[config.mk]
export PLATFORM = sky130hd
export DESIGN_NAME = hbridge_gate_seq
export DESIGN_NICKNAME = d
export VERILOG_FILES = /design/src/rtl/hbridge_gate_seq.sv
export SDC_FILE = /design/constraint.sdc
export NUM_CORES = 1
export LEC_CHECK = 0
export ABC_AREA = 1
export BUFFER_PORTS_ARGS = -buffer_cell sky130_fd_sc_hd__buf_2
export CAP_MARGIN = 20
export CORE_MARGIN = 8
export CORE_UTILIZATION = 40
export CTS_BUF_LIST = sky130_fd_sc_hd__clkbuf_16
export CTS_CLUSTER_SIZE = 16
export DETAILED_ROUTE_END_ITERATION = 16
export REMOVE_ABC_BUFFERS = 1
export SETUP_SLACK_MARGIN = 0.1
export SLEW_MARGIN = 25
export SYNTH_ARGS = -nofsm -noshare
export SYNTH_HDL_FRONTEND = slang
export SYNTH_SLANG_ARGS = --single-unit
[constraint.sdc]
create_clock -name clk -period 3.8 [get_ports clk]
set_input_delay 0.19 -clock clk [delete_from_list [all_inputs] [get_ports clk]]
set_output_delay 0.19 -clock clk [all_outputs]
set_load 0.005 [all_outputs]
[src/rtl/hbridge_gate_seq.sv]
module hbridge_gate_seq #(
  parameter int CW = 16
) (
  input  logic          clk,
  input  logic          rst_n,
  input  logic          en,
  input  logic          dir_in,
  input  logic          pwm_in,
  input  logic [CW-1:0] cfg_dead,
  input  logic [CW-1:0] cfg_blank,
  input  logic [3:0]    desat,
  input  logic          pbat_uv,
  output logic          gate_h1,
  output logic          gate_h2,
  output logic          gate_l1,
  output logic          gate_l2,
  output logic          sc_flag
);
  localparam int NG = 4;

  logic [1:0]    dsync, psync;
  logic          d_q, p_q;
  logic          dir_s, pwm_s, pedge, chg;
  logic [CW-1:0] dead_r, blank_r, dcnt;
  logic [NG-1:0] gate, tgt, gate_nxt, armed;
  logic          ready, trip, hold, sc_lat, uv_q;

  always_ff @(posedge clk or negedge rst_n)
    if (!rst_n) begin
      dsync <= '0;
      psync <= '0;
      d_q   <= 1'b0;
      p_q   <= 1'b0;
    end else begin
      dsync <= {dsync[0], dir_in};
      psync <= {psync[0], pwm_in};
      d_q   <= dsync[1];
      p_q   <= psync[1];
    end

  assign dir_s = dsync[1];
  assign pwm_s = psync[1];
  assign pedge = pwm_s ^ p_q;
  assign chg   = pedge | (dir_s ^ d_q);

  // index: 0 H1, 1 H2, 2 L1, 3 L2
  assign tgt = dir_s ? {1'b0, pwm_s, 1'b1, ~pwm_s}
                     : {pwm_s, 1'b0, ~pwm_s, 1'b1};

  always_ff @(posedge clk or negedge rst_n)
    if (!rst_n) begin
      dead_r  <= '0;
      blank_r <= '0;
    end else if (!en) begin
      dead_r  <= cfg_dead;
      blank_r <= cfg_blank;
    end

  assign trip  = |(armed & desat);
  assign hold  = !en | pbat_uv | sc_lat | trip;
  assign ready = (dcnt == '0) && !chg;

  always_ff @(posedge clk or negedge rst_n)
    if (!rst_n)
      dcnt <= '0;
    else if (hold || chg)
      dcnt <= dead_r;
    else if (dcnt != '0)
      dcnt <= dcnt - 1'b1;

  assign gate_nxt = hold ? '0 : (tgt & (gate | {NG{ready}}));

  always_ff @(posedge clk or negedge rst_n)
    if (!rst_n) gate <= '0;
    else        gate <= gate_nxt;

  for (genvar i = 0; i < NG; i++) begin : g_blank
    logic [CW-1:0] bcnt;
    always_ff @(posedge clk or negedge rst_n)
      if (!rst_n)
        bcnt <= '0;
      else if (!gate[i])
        bcnt <= blank_r;
      else if (bcnt != '0)
        bcnt <= bcnt - 1'b1;
    assign armed[i] = gate[i] && (bcnt == '0);
  end

  always_ff @(posedge clk or negedge rst_n)
    if (!rst_n) begin
      sc_lat <= 1'b0;
      uv_q   <= 1'b0;
    end else begin
      uv_q <= pbat_uv;
      if (!en)
        sc_lat <= 1'b0;
      else if (trip)
        sc_lat <= 1'b1;
      else if (pedge)
        sc_lat <= 1'b0;
    end

  assign gate_h1 = gate[0];
  assign gate_h2 = gate[1];
  assign gate_l1 = gate[2];
  assign gate_l2 = gate[3];
  assign sc_flag = sc_lat | uv_q;
endmodule

Word level (Yosys, flattened, before mapping) --
Cells that the tools add are included.
Storage, ports and cells: bits of input ports 42, output and inout port bits 5, register bits 124, word-level logic and storage cells 70
Operators by class: add/sub/neg operators 5, eq/ne operators 5, bitwise operators 11, muxes and demuxes 15, reductions and logical operators 20
Operators by type and width (count):
- $mux W16 | 10
- $logic_not A16 Y1 | 5
- $reduce_bool A16 Y1 | 5
- $sub A16 B1 Y16 const B | 5
- $and A4 B4 Y4 | 2
- $mux W4 | 2
- $ne A2 B1 Y1 const B | 4
- $logic_and A1 B1 Y1 | 5
- $or A1 B1 Y1 | 5
- $or A4 B4 Y4 | 1
- $reduce_or A4 Y1 | 1
- $mux W1 | 3
- $ne A3 B1 Y1 const B | 1
- $logic_not A1 Y1 | 2
- $reduce_bool A2 Y1 | 1
- $xor A1 B1 Y1 | 2
- $logic_or A1 B1 Y1 | 1
- $not A1 Y1 | 1

Longest topological paths before layout --
word-level depth 7, gate-level depth with buffers 14, depth with buffers taken out 13

Worst setup path after synthesis --
OpenSTA, ideal clock, no wires.
path type register -> register, start point register g_blank[3].bcnt[0], end point register g_blank[3].bcnt[14], data required time 3.680 ns, path buffers 0, stages on the path, launching flop included 11, period minus slack after synthesis 1.667 ns, slack 2.133 ns, arrival time 1.547 ns, setup time 0.120 ns, cells stage by stage dfrtp_1 -> inv_1 -> ha_1 -> inv_1 -> nor3_2 -> nand2_1 -> nor2_1 -> nand3_1 -> xnor2_1 -> o21ai_0 -> inv_1
Between the ends: cells in the longest elaborated chain, start to end 3, elaborated cells between the ends (all ways) 5, those cells by class add/sub (1); eq/ne (1); mux (2); reduce/logical (1)
Ends and longest elaborated chain:
- start: declaration | RTL line 78 | logic [CW-1:0] bcnt;
- start signal: assignment | RTL line 83 | bcnt <= blank_r;
- start signal: assignment | RTL line 85 | bcnt <= bcnt - 1'b1;
- $sub A16 B1 Y16 | RTL line 85
- $mux W16 | RTL line 84 | else if (bcnt != '0)
- $mux W16 | RTL line 82 | else if (!gate[i])
Several ways; a longest one is shown, not always the timed one. The select of a mux whose other input is x is not followed. A chain may end at the register's enable or synchronous reset.

Final worst setup path --
start point register gate[2], end point register dcnt[0]
Between the ends: cells in the longest elaborated chain, start to end 6, elaborated cells between the ends (all ways) 7, those cells by class mux (1); bitwise (2); reduce/logical (4)
Ends and longest elaborated chain:
- start: declaration | RTL line 25 | logic [NG-1:0] gate, tgt, gate_nxt, armed;
- start signal: assignment | RTL line 75 | else gate <= gate_nxt;
- $logic_and A1 B1 Y1 (*) | RTL line 86 | assign armed[i] = gate[i] && (bcnt == '0);
- $and A4 B4 Y4 (*) | RTL line 59 | assign trip = |(armed & desat);
- $reduce_or A4 Y1 (*) | RTL line 59
- $or A1 B1 Y1 (*) | RTL line 60 | assign hold = !en | pbat_uv | sc_lat | trip;
- $logic_or A1 B1 Y1 (*) | RTL line 66 | else if (hold || chg)
- $mux W16 / $reduce_bool A2 Y1 (equally long branches)
- end signal: assignment | RTL line 67 | dcnt <= dead_r;
- end signal: assignment | RTL line 69 | dcnt <= dcnt - 1'b1;
- end: declaration | RTL line 24 | logic [CW-1:0] dead_r, blank_r, dcnt;
Every way passes the cells marked *; elsewhere a longest branch is shown, timed or not.

==> metrics.md <==
| Metric | Value |
|---|---|
| Setup_tns | `0 ps` |
| Switching share of power | `0.2745` |
| Int Pwr | `0.002487 W` |
| Worst slew pin tran | `794.0 ps` |
| Avg Inst Size Synth | `7.897 um2` |
| Diodes inserted | `0` |
| Post-route setup slack | `1561 ps` |
| CTS sink cnt | `124` |
| Via count | `between 5000 and 6000` |
| Worst path slowest cell | `dfrtp_1` |
| Hold buffers post-CTS | `32` |
| Vias in the first global route | `5320` |
| Cells after synthesis | `835` |
| Most frequent CP cell | `nand2_1` |
| Min Tclk post-route | `approximately 2200 ps` |
| Number of synthesized flops with an enable pin | `0` |
| DR DRC count | `0` |
| Peak per-stage delay on the critical path | `730 ps` |
| Final setup vio count | `0` |
| Num CTS Buffers | `17` |
| Share of cells above drive strength 1 | `0.1063` |
| Min-Delay Endpoint | `blank_r[1]` |
| RSZ-0062 raised after global routing | `false` |
| Worst-Skew Late Latency | `about 420 ps` |
| Post-layout util | `0.4807` |
| Chip height | `144.4 um` |
| Netlist Area Pre-Place | `approximately 0.0066 mm2` |
| Via-per-instance ratio | `roughly 4.9` |
| Chip Width | `approximately 140 um` |
| Area share of the largest cell type after synthesis | `0.4706` |
| Total track usage | `0.1712` |
| Clk Tree Root Cell | `clkbuf_16` |
| Clk buf depth | `2` |
| Die area | `approximately 0.021 mm2` |
| Global-route wire length before repair | `about 27000 um` |
| Top cells by area, synth | `dfrtp_1 (47%), nand2_1 (11%), o21ai_0 (5.7%)` |
| Pwr/cell area | `approximately 440 mW/mm2` |
| Largest area contributor in the netlist | `dfrtp_1` |
| Crit Path Max Fanout | `21` |
| Max-slew violations | `0` |
| Drt first pass iters | `5` |
| Delay-heaviest family, CP | `simple AND/OR/NAND/NOR gates` |
| Hold Path Cell Cnt | `3` |
| Clock group share of total power | `0.422` |
| Worst Setup SP | `gate[2]` |
| Worst-path cell chain | `inv_2 > nor2_1 > nand2_1 > nor2_1 > nand3_2 > nand2_2 > nor2_8 > nand3b_4 > clkinv_2 > nand2_1 > nand2_1` |
| RD Place Congestion | `0.8666` |
| Final Hold Fails | `0` |
| Slew margin rel. | `0.4699` |
| Total Wirelength | `around 17000 um` |
| Commonest cells in the netlist | `nand2_1 (195), dfrtp_1 (124), nor2_1 (98)` |
| Buf/Inv on CP | `2` |
| Initial DRC count | `~280` |
| Worst Skew | `a little over 7 ps` |
| P_leak | `approximately 3.8 nW` |
| Reg power frac | `0.450` |
| WP data arrival | `roughly 2600 ps` |
| Fmax | `about 450 MHz` |
| Reg-to-reg endpoint | `dcnt[0]` |
| Post-synthesis register bit count | `124` |
| Rows | `47` |
| CTS tree | `yes` |
| FFs w/ async S/R, synth | `1.000` |
| WP data required | `~4100 ps` |
| Reg clk slew, reported paths | `roughly 50 ps` |
| Post-synthesis sequential area ratio | `0.4706` |
| CP startpoint kind | `flip-flop` |
| H-tree depth | `4` |
| Hold WS | `8.403 ps` |
| Ys flop type | `dfrtp_1` |
| Register-to-Register Path Depth | `11` |
| Synth unique cells | `42` |
| Count leader, synth | `nand2_1` |
| PostCTS Resize Cnt | `0` |
| Post-CTS Setup Repair Bufs | `0` |
| Reg2Reg Setup Slack | `roughly 1600 ps` |
| Status | `finished, final reports clean` |
| Dpl hpwl | `between 10000 and 15000 um` |
| # IOs | `47` |
| Final period utilization | `0.5893` |
| DR WL/cell | `roughly 15 um` |
| Hold Path Origin | `cfg_blank[1]` |
| Total Power | `around 0.0034 W` |
| Number of routed nets with antenna violations | `0` |
| Initial antenna violation count | `0` |
| Area growth syn-to-layout | `19.18%` |
| Starting Density | `0.4033` |
| Dpl ws | `1435 ps` |
| Largest net degree at the start of global routing | `76` |
| Kind of critical path | `flip-flop to flip-flop` |
| Psw | `approximately 0.00094 W` |
| Reg2reg start | `gate[2]` |
| Gate power share | `0.128` |
| Grt ovf | `0` |
| Worst hold path class | `primary input to flip-flop` |
| Core Area | `approximately 0.016 mm2` |
| Critical Path Stages | `11` |
| Crit end category | `flip-flop` |
| Warnings, synthesis | `0` |
| Input/output buffers | `46` |
| Nets | `961` |
| Max-capacitance violation count | `0` |
| Peak VDD IR | `0.3459 mV` |
-- area by class of cell --
type,instances,area [um2]
multi-input cells,583,2990
inverters,103,387.9
flip-flops and latches,124,3103
clock buffers,17,425.4
well taps,220,275.3
fillers,1638,8489
clock inverters,15,92.59
repair buffers,80,584.3
-- through the flow --
stage | cell area, um2 | std cells
2_1_floorplan | 6481 | 810
3_3_place_gp | 7017 | 1078
3_5_place_dp | 7017 | 1078
4_1_cts | 7855 | 1142
5_1_grt | 7859 | 1142
6_report | 7859 | 1142
-- worst min-delay path: stages --
cell and delay (ps):
buf_2 100, nand2_1 50, nand2_1 50
-- power by group through the flow --
stage	Combinational, W	Sequential, W	Clock [W]
after global routing	0.000509	0.00156	0.00152
after global placement	0.000411	0.00156	0
after detailed placement	0.000418	0.00156	0
after CTS	0.000446	0.00154	0.00147
final	0.000440	0.00154	0.00145
after floorplan	0.000293	0.00153	0
-- cell families after synthesis --
group / after synthesis / share of synthesized area
buf+inv: 128 / 0.07590
fa+ha+maj: 10 / 0.01898
flops: 124 / 0.4706
simple gates: 373 / 0.2467
xor+xnor: 42 / 0.05579
compound gates: 158 / 0.1321
-- registers in the layout, indices dropped and copies added (netlist names) --
register      flops
g_blank.bcnt     64
blank_r          16
dcnt             16
dead_r           16
gate              4
dsync             2
psync             2
d_q               1
p_q               1
sc_lat            1
uv_q              1
-- placed cells by master (no fill, tap or decap), types with 2 or more instances in the layout --
master,instances
clkinv_2,6
nor2_2,8
a31oi_1,10
clkinv_1,6
nor4_1,4
ha_1,10
nand3_1,32
a211oi_1,3
nor2_1,98
clkbuf_16,17
a221oi_1,3
buf_2,45
dfrtp_1,124
xnor2_1,19
and2_1,2
xor2_1,23
inv_1,101
nand2_1,195
a21oi_1,43
inv_2,3
a311oi_1,3
dlygate4sd3_1,32
nand4_1,15
nand3b_1,2
or2_2,3
o21ai_1,9
o21ai_0,75
nor3_1,3
nand2_2,2
o211ai_1,9
-- per-layer routing --
layer / wire length, um / global-route usage / vias to the layer above
met5: 0 / 0 / -
met4: 515 / 0.09200 / 0
met3: 676 / 0.03070 / 30
met2: 7419 / 0.2534 / 114
met1: 8137 / 0.2330 / 2639
li1: - / - / 2843
-- worst max-delay path by stage --
stage          slack, ps        to
2_1_floorplan       1960   dcnt[0]
3_3_place_gp        1580  dcnt[13]
3_5_place_dp        1430  dcnt[13]
4_1_cts             1560  dcnt[13]
5_1_grt             1320   dcnt[1]
6_report            1560   dcnt[0]
No activity file was read; power rests on OpenSTA's default activity.
